## src/rtl/gate_latch_pkg.sv

```systemverilog
`timescale 1ns/1ps
package gate_latch_pkg;

  // Strobes passed from the window control to the channel datapath.
  typedef struct packed {
    logic loadNow;    // take a new control word this edge
    logic unlatchOk;  // faulted ON channels may be cleared this edge
  } latchStb_t;

endpackage

```

## src/rtl/gate_latch_ctl.sv

```systemverilog
`timescale 1ns/1ps
module gate_latch_ctl
  import gate_latch_pkg::*;
#(
  parameter int BLANK_CYC = 37500
) (
  input  logic      clk,
  input  logic      rstN,
  input  logic      loadStb,
  input  logic      chipSelN,
  output latchStb_t stb
);

  localparam int CW = $clog2(BLANK_CYC + 1);
  localparam logic [CW-1:0] WINDOW_INIT = CW'(BLANK_CYC);

  logic [CW-1:0] windowCnt;
  logic          windowOpen;

  // The count is reloaded by every load, so a second load restarts the window.
  always_ff @(posedge clk or negedge rstN) begin
    if (!rstN) begin
      windowCnt <= '0;
    end else if (loadStb) begin
      windowCnt <= WINDOW_INIT;
    end else if (windowOpen) begin
      windowCnt <= windowCnt - CW'(1);
    end
  end

  assign windowOpen = (windowCnt != '0);

  always_comb begin
    stb.loadNow   = loadStb;
    stb.unlatchOk = !windowOpen || !chipSelN;
  end

endmodule

```

## src/rtl/gate_latch_dp.sv

```systemverilog
`timescale 1ns/1ps
module gate_latch_dp
  import gate_latch_pkg::*;
#(
  parameter int CH = 8
) (
  input  logic          clk,
  input  logic          rstN,
  input  latchStb_t     stb,
  input  logic [CH-1:0] ctrlWord,
  input  logic [CH-1:0] satFault,
  output logic [CH-1:0] gateEn
);

  logic [CH-1:0] chanQ;

  // One flop per channel. A load wins over a clear, and each channel
  // sees only its own fault flag.
  for (genvar ch = 0; ch < CH; ch++) begin : g_chan
    always_ff @(posedge clk or negedge rstN) begin
      if (!rstN) begin
        chanQ[ch] <= 1'b0;
      end else if (stb.loadNow) begin
        chanQ[ch] <= ctrlWord[ch];
      end else if (stb.unlatchOk && satFault[ch] && chanQ[ch]) begin
        chanQ[ch] <= 1'b0;
      end
    end
  end

  assign gateEn = chanQ;

endmodule

```

## src/rtl/gate_hold_latch.sv

```systemverilog
`timescale 1ns/1ps
module gate_hold_latch
  import gate_latch_pkg::*;
#(
  parameter int CH        = 8,
  parameter int BLANK_CYC = 37500
) (
  input  logic          clk,
  input  logic          rstN,
  input  logic [CH-1:0] ctrlWord,
  input  logic          loadStb,
  input  logic          chipSelN,
  input  logic [CH-1:0] satFault,
  output logic [CH-1:0] gateEn
);

  latchStb_t stb;

  gate_latch_ctl #(.BLANK_CYC(BLANK_CYC)) u_ctl (
    .clk      (clk),
    .rstN     (rstN),
    .loadStb  (loadStb),
    .chipSelN (chipSelN),
    .stb      (stb)
  );

  gate_latch_dp #(.CH(CH)) u_dp (
    .clk      (clk),
    .rstN     (rstN),
    .stb      (stb),
    .ctrlWord (ctrlWord),
    .satFault (satFault),
    .gateEn   (gateEn)
  );

endmodule

```

## config.mk

```make
export PLATFORM = sky130hd
export DESIGN_NAME = gate_hold_latch
export DESIGN_NICKNAME = d
export VERILOG_FILES = /design/src/rtl/gate_latch_pkg.sv /design/src/rtl/gate_latch_ctl.sv /design/src/rtl/gate_latch_dp.sv /design/src/rtl/gate_hold_latch.sv
export SDC_FILE = /design/constraint.sdc
export NUM_CORES = 1
export LEC_CHECK = 0
export BUFFER_PORTS_ARGS = -buffer_cell sky130_fd_sc_hd__buf_4
export CORE_MARGIN = 2
export CORE_UTILIZATION = 52
export CTS_CLUSTER_SIZE = 20
export DETAILED_ROUTE_END_ITERATION = 6
export PLACE_DENSITY = 0.81
export SLEW_MARGIN = 30
export SYNTH_ARGS = -nofsm -noshare
export SYNTH_HDL_FRONTEND = slang
export SYNTH_SLANG_ARGS = --single-unit
```

## constraint.sdc

```tcl
create_clock -name clk -period 2.54 [get_ports clk]
set_input_delay 0.508 -clock clk [delete_from_list [all_inputs] [get_ports clk]]
set_output_delay 0.508 -clock clk [all_outputs]
set_load 0.1 [all_outputs]
```

* After elaboration in Yosys (flattened, before gate mapping)
Index checks and enable logic that the tools add are counted.
Operators by class: reductions and logical operators 29, multiplexer cells 18, $add $sub $neg 1, divide/modulo/power cells 0, $mul 0, eq/ne operators 0, bitwise gates (word level) 0, shift-type cells 0, magnitude comparators 0
Operator list (count):
- $mux W16 | 2
- $reduce_bool A2 Y1 | 9
- $logic_and A1 B1 Y1 | 16
- $mux W1 | 16
- $reduce_bool A16 Y1 | 1
- $sub A16 B1 Y16 const B | 1
- $logic_not A1 Y1 | 2
- $logic_or A1 B1 Y1 | 1
Word-level totals: bits in registers 24, RAM bits 0, word-level logic and storage cells 57, memories kept 0, output and inout bits 8, bits in latches 0, input port bits 20, bits in read-only memories 0

* Longest topological paths before layout
Gate-level depths: netlist of the first run.
depth after elaboration 7, depth in mapped cells 7, gate-level depth less buffers 6

* Modules after synthesis
A second synthesis of the first run with hierarchy kept.
Second synthesis, totals: cell total of the unflattened synthesis 126, area total of the unflattened synthesis 1278.7 sq um
By module, submodules not included:
- gate_latch_ctl | times used 1, seq. area each 400.4 sq um, cells each 92, area each 900.9 sq um
- gate_latch_dp | times used 1, seq. area each 200.2 sq um, cells each 34, area each 377.9 sq um

* Least setup slack after synthesis of the first run
OpenSTA, ideal clock, no wires.
path type flip-flop to flip-flop, start point register u_ctl.windowCnt[0], end point register u_ctl.windowCnt[13], arrival 1713 ps, cell stages (with the launch flop) 8, period minus slack after synthesis 1791 ps, setup slack 749 ps, data required time 2462 ps, path through dfrtp_1 > inv_1 > ha_1 > nor3b_1 > and4_1 > buf_2 > or4_1 > a21oi_1
Between the ends: word-level cells in the longest chain between the ends 3
RTL lines:
- from (decl) | line gate_latch_ctl.sv:17 | logic [CW-1:0] windowCnt;
- from (signal assigned) | line gate_latch_ctl.sv:27 | windowCnt <= windowCnt - CW'(1);
- $sub A16 B1 Y16 | line gate_latch_ctl.sv:27
- $mux W16 | line gate_latch_ctl.sv:26 | end else if (windowOpen) begin
- $mux W16 | line gate_latch_ctl.sv:24 | end else if (loadStb) begin
Parallel ways exist; a longest one is shown, timed or not. The select of a mux whose other input is x is not followed. A chain may end at the register's enable or synchronous reset.

* Final worst setup path of the first run
Ends and elaborated chain as after synthesis.

==> results of run 1 <==
area by class of cell:
| type | count | area share |
|---|---|---|
| Multi-Input combinational cell | 86 | 0.405 |
| Clock buffer | 4 | 0.0244 |
| Sequential cell | 24 | 0.403 |
| Timing Repair Buffer | 27 | 0.136 |
| Inverter | 3 | 0.00756 |
| Tap cell | 28 | 0.0235 |
flip-flops by register name (all words and copies together), names as in the netlist:
signal / count
u_dp.gateEn: 8
u_ctl.windowCnt: 16
layout by cell type (no fill, tap or decap), drive strengths merged:
master,count
a211oi,1
a21oi,19
and2b,1
and4,1
buf,27
clkbuf,4
dfrtp,24
ha,1
inv,3
mux2,1
mux2i,9
nand2,3
nand2b,2
nand3,1
nand3b,1
nand4,1
nor2,6
nor2b,2
nor3,4
nor3b,3
nor4,5
o2111ai,1
o21ai,8
o31ai,3
o41ai,1
or3,5
or3b,2
or4,4
or4b,1
power by group through the flow:
stage	clock [W]	combinational [W]	sequential (W)
2_1_floorplan	0	0.0000443	0.000526
3_3_place_gp	0	0.000205	0.000427
3_5_place_dp	0	0.000209	0.000427
4_1_cts	0.000211	0.000209	0.000420
5_1_grt	0.000226	0.000219	0.000424
6_report	0.000205	0.000207	0.000420
final timing paths:
check,startpoint,end,slack (ns)
setup reg to reg,u_ctl.windowCnt[0],u_ctl.windowCnt[13],0.60
hold reg to reg,u_dp.gateEn[3],u_dp.gateEn[3],0.57
min in group clk,satFault[2],u_dp.gateEn[2],0.33
hold / removal,rstN,u_ctl.windowCnt[5],0.05
max in group asynchronous,rstN,u_ctl.windowCnt[8],2.25
setup / recovery,u_ctl.windowCnt[0],u_ctl.windowCnt[13],0.60
stage by stage:
stage | hold WS, ns | setup WS (ns) | instance area (um^2) | power (W) | utilization
4_1_cts | 0.0667 | 0.596 | 1490 | 0.000840 | 0.667
2_1_floorplan | 0.212 | 0.749 | 1230 | 0.000570 | -
3_3_place_gp | 0.420 | 0.700 | 1450 | 0.000632 | 0.650
3_5_place_dp | 0.428 | 0.631 | 1450 | 0.000636 | 0.650
5_1_grt | 0.0623 | 0.465 | 1490 | 0.000869 | 0.667
6_report | 0.0517 | 0.596 | 1490 | 0.000832 | 0.667
worst reg2reg max path: stages (launching register included):
cell and delay [ns]:
dfrtp_1 0.41, inv_1 0.07, ha_1 0.24, nor3b_1 0.16, and4_1 0.31, or4_1 0.54
a21oi_1 0.16
cell families after synthesis:
kind of cell,count (synthesis),synth area share
and+or+nand+nor,42,0.241
AOI/OAI and AO/OA,33,0.157
muxes,10,0.0823
DFF,24,0.488
buffers and inverters,7,0.0224
adders and majority gates,1,0.0102
metal layers:
metal | track usage | vias up | wire (um)
met5 | 0 | - | 0
met4 | 0.107 | 0 | 47
met3 | 0.0514 | 4 | 125
met2 | 0.379 | 32 | 1220
met1 | 0.239 | 486 | 1090
li1 | - | 496 | -
==> flow_summary.yaml, run 1 <==
min_path:
  hold_path_class: "in -> async"
sta:
  fmax_ghz: 0.514
  setup_viol: 0
  slew_headroom: 0.741
  fin_crit_sh: 0.765
  slew_violations: 0
  setup-tns-final_ns: 0
  skew_ns: 0.00473
  fin_crit_ns: 1.94
  hold_viol_final: 0
  worst_pin_slew_ns: 0.384
  rsz0062_at_grt: "no"
yosys:
  yosysSeqAreaShare: 0.488
  synth_cells: 117
  synth-main-ff-cell: "dfrtp_1"
  synth-edff-count: 0
  synthTopCellsByCount: "dfrtp_1 (24), a21oi_1 (18), mux2i_1 (9), o21ai_0 (8), nor2_1 (6)"
  synth.most_common_cell: "dfrtp_1"
  synthTopCellsByArea: "dfrtp_1 (49%), a21oi_1 (7.3%), mux2i_1 (7.3%)"
  synth_top_area_share: 0.488
  yosys.area.top_type: "dfrtp_1"
  synth.avg_cell_area_um2: 10.5
  ys_ff_latch: 24
  ys_async_sr_fraction: 1.00
  synth_area_mm2: 0.00123
  ys_warn_count: 0
  synth.distinct_cells: 34
  mappedNetlistNets: 138
setup_path:
  path_cells: "inv_1 -> ha_1 -> nor3b_1 -> and4_1 -> or4_1 -> a21oi_1"
  critPathTopFamily: "simple AND/OR/NAND/NOR gates"
  cp_slowest_stage_delay_ns: 0.54
  critPathSlowestCell: "or4_1"
  crit_required_ns: 2.80
  worstPathBufferInverterCount: 1
  end_kind: "flip-flop"
  crit_type: "reg -> reg"
  rr_worst_depth: 6
  cp.depth: 6
  crit_fanout: 8
  start_kind: "flip-flop"
  arrival_ns: 2.20
finish:
  drive_gt1_frac: 0.264
  num_antenna_cells: 0
  final_cells: 172
  fillers: 179
  syn_to_final_growth_pct: 20.9
  final_nets: 166
  multi_input_area_um2: 603
  register_area_um2: 601
floorplanning:
  die_h_um: 52.7
  rows: 17
  dieArea_mm2: 0.00277
  initial_core_util: 0.551
  io_pins: 28
  fp.dieW_um: 52.7
  core_region_area_mm2: 0.00223
clocking:
  cts-root-buf: "clkbuf_4"
  hold_buffers: 0
  cts.sinks: 24
  insertion_delay_ns: 0.32
  cts-resized-gates: 0
  clock_path_buffers: 2
  clk_pin_slew_ns: 0.13
  postCtsSetupBuffers: 0
  cts_made_buffers: 3
  cts_tree: "built"
  cts_max_level: 1
global_route:
  grt.total_usage: 0.215
  grt_pass1_vias: 1014
  antenna_found_initial: 0
  overflow: 0
  grt_start_max_net_pins: 28
  grt_pass1_wl_um: 4270
placed_design:
  dp.cells: 168
  place_hpwl_um: 1790
  port_buffers: 27
  routabilityCongestion: 0.860
pwr:
  p_sw_frac: 0.341
  irDropWorstVdd_mv: 0.474
  p_seq_frac: 0.505
  powerDensity_mw_per_mm2: 559
  p_clk_frac: 0.246
  combinationalPowerShare: 0.249
  power.switching_w: 0.000284
  p_leak_nw: 0.617
  intPower_w: 0.000549
outcome:
  outcome: "finished, final reports clean"
drt:
  wl_per_cell_um: 14.4
  drt_iter0_drc: 16
  vias_per_cell: 5.92
  vias: 1018
  antenna_left: 0
  drc_errors: 0
  drt_first_pass_iters: 4
  wl_um: 2480
run:
  drv_cap: 0
Power figures use the tool's default switching activity.
==> run 2: changes to the inputs <==
Settings changed: ABC_AREA set to 1, CORE_UTILIZATION 52 to 54, PLACE_DENSITY 0.81 to 0.82.
Clock period 2.54 ns to 1.8 ns, I/O delays scaled along.
==> run 2 against run 1 <==
Effect of this change: critical path depth increased by 1; synthesized cell count increased by 76%; register-to-register slack got worse by 0.27 ns; global-route usage decreased by 1.4 points; clock power increased by 94%; clock skew about the same; critical path type unchanged; combinational power increased by 32%; largest power group unchanged; die area increased by 12%; core utilization increased by 2.5 points; largest cell class unchanged; hold slack improved by 0.17 ns.
==> flow_summary.yaml, run 2 <==
drt:
  antenna_left: 0
  vias: 1304
  drt_iter0_drc: 48
  wl_um: 2880
  drt_first_pass_iters: 4
  vias_per_cell: 4.90
  drc_errors: 0
  wl_per_cell_um: 10.8
yosys:
  synth-main-ff-cell: "dfrtp_1"
  yosysSeqAreaShare: 0.414
  synth_cells: 206
  ys_async_sr_fraction: 1.00
  ys_ff_latch: 24
  synthTopCellsByCount: "nand2_1 (66), inv_1 (30), nor2_1 (28), dfrtp_1 (24), nand3_1 (14)"
  ys_warn_count: 0
  synth.distinct_cells: 22
  synth.most_common_cell: "nand2_1"
  mappedNetlistNets: 227
  synth_top_area_share: 0.414
  synth.avg_cell_area_um2: 7.04
  synth_area_mm2: 0.00145
  synth-edff-count: 0
  yosys.area.top_type: "dfrtp_1"
  synthTopCellsByArea: "dfrtp_1 (41%), nand2_1 (17%), inv_1 (7.8%)"
finish:
  top_register: "u_ctl.windowCnt"
  final_util: 0.692
  syn_to_final_growth_pct: 20.4
  layout_common_cells: "nand2_1 (66), inv_1 (30), nor2_1 (28), buf_4 (28), dfrtp_1 (24)"
  num_antenna_cells: 0
  largest_reg_flops: 16
  layout_commonest_cell: "nand2_1"
  final_nets: 258
  final_cell_area_mm2: 0.00175
  drive_gt1_frac: 0.242
  register_area_um2: 601
  fillers: 221
  multi_input_area_um2: 712
placed_design:
  place_area_mm2: 0.00168
  place_hpwl_um: 2190
  place_ws_ns: 0.340
  routabilityCongestion: 0.823
  port_buffers: 27
clocking:
  clk_pin_slew_ns: 0.14
  cts.sinks: 24
  cts_tree: "built"
  cts-root-buf: "clkbuf_4"
  cts_made_buffers: 3
  cts-resized-gates: 0
  insertion_delay_ns: 0.32
  cts_max_level: 1
  clock_path_buffers: 2
setup_path:
  crit_required_ns: 2.03
  crit_type: "reg -> reg"
  arrival_ns: 1.70
  rr_worst_depth: 7
  end_kind: "flip-flop"
  crit_fanout: 9
  start_kind: "flip-flop"
global_route:
  antenna_found_initial: 0
  grt_pass1_wl_um: 4980
  grt_pass1_vias: 1104
  grt.total_usage: 0.201
  grt_start_max_net_pins: 25
  overflow: 0
floorplanning:
  rows: 18
  fp.dieW_um: 55.8
  core_region_area_mm2: 0.00252
  io_pins: 28
  initial_core_util: 0.575
  die_h_um: 55.8
  dieArea_mm2: 0.00312
min_path:
  hold_path_class: "in -> reg"
  min_path_cells: 3
sta:
  setup_viol: 0
  fin_crit_ns: 1.47
  rsz0062_at_grt: "no"
  fin_crit_sh: 0.817
  hold_viol_final: 0
  slew_headroom: 0.765
  fmax_ghz: 0.680
  setup_slack_ns: 0.329
  setup-tns-final_ns: 0
  worst_pin_slew_ns: 0.353
  slew_violations: 0
  skew_ns: 0.00460
run:
  drv_cap: 0
pwr:
  power_w: 0.00125
  p_leak_nw: 0.903
  powerDensity_mw_per_mm2: 717
  irDropWorstVdd_mv: 0.477
outcome:
  outcome: "finished, final reports clean"
## run 2: final cells by class
class | count | share of cell area
multi-input combinational | 147 | 0.408
sequential | 24 | 0.344
timing repair buffer | 29 | 0.126
inverter | 32 | 0.0703
tap | 30 | 0.0215
clock inverter | 1 | 0.0172
clock buffer | 3 | 0.0129
## run 2: per-stage QoR
stage,instances,hold WS [ns]
6_report,266,0.223
5_1_grt,266,0.227
4_1_cts,266,0.212
3_5_place_dp,261,0.275
3_3_place_gp,261,0.273
2_1_floorplan,206,0.0644
## run 2: cell families (layout without fill, tap and decap cells)
group                      count (synthesis)  after routing  synth area share
DFF                                       24             24             0.414
adders and majority gates                  1              1           0.00863
and+or+nand+nor                          135            135             0.443
AOI/OAI and AO/OA                         11             11            0.0397
buffers and inverters                     35             65            0.0949
## run 2: worst max-delay path, cell delays in order (launching register included)
cell	delay, ns
dfrtp_1	0.43
inv_1	0.12
ha_1	0.24
nand2_4	0.12
nor2_4	0.15
nand3_4	0.14
inv_4	0.13
nor2_1	0.05
## run 2: timing repair
action | 4_1_cts | 5_1_grt
hold buffers | 1 | 0
setup buffers | 0 | 0
hold endpoints to repair | 24 | 0
## run 2: where the power goes
group | leakage [nW] | internal [W] | switching, W
Combinational | 0.594 | 0.0000789 | 0.000195
Clock | 0.0279 | 0.000225 | 0.000172
Sequential | 0.281 | 0.000564 | 0.0000163
## run 2: final timing paths
path                               startpoint                  end  slack, ns
max                        u_ctl.windowCnt[0]  u_ctl.windowCnt[10]       0.33
min reg2reg                u_ctl.windowCnt[9]   u_ctl.windowCnt[9]       0.53
min in group asynchronous                rstN  u_ctl.windowCnt[11]       0.45
max in group asynchronous                rstN   u_ctl.windowCnt[0]       1.12
max reg2reg                u_ctl.windowCnt[0]  u_ctl.windowCnt[10]       0.33
min                               ctrlWord[3]       u_dp.gateEn[3]       0.22
## run 2: metal layers
metal | vias to the layer above | global-route usage | part of all wire
met5 | - | 0 | 0
met4 | 0 | 0.0816 | 0.012
met3 | 4 | 0.0209 | 0.040
met2 | 24 | 0.327 | 0.49
met1 | 589 | 0.276 | 0.46
li1 | 687 | - | -
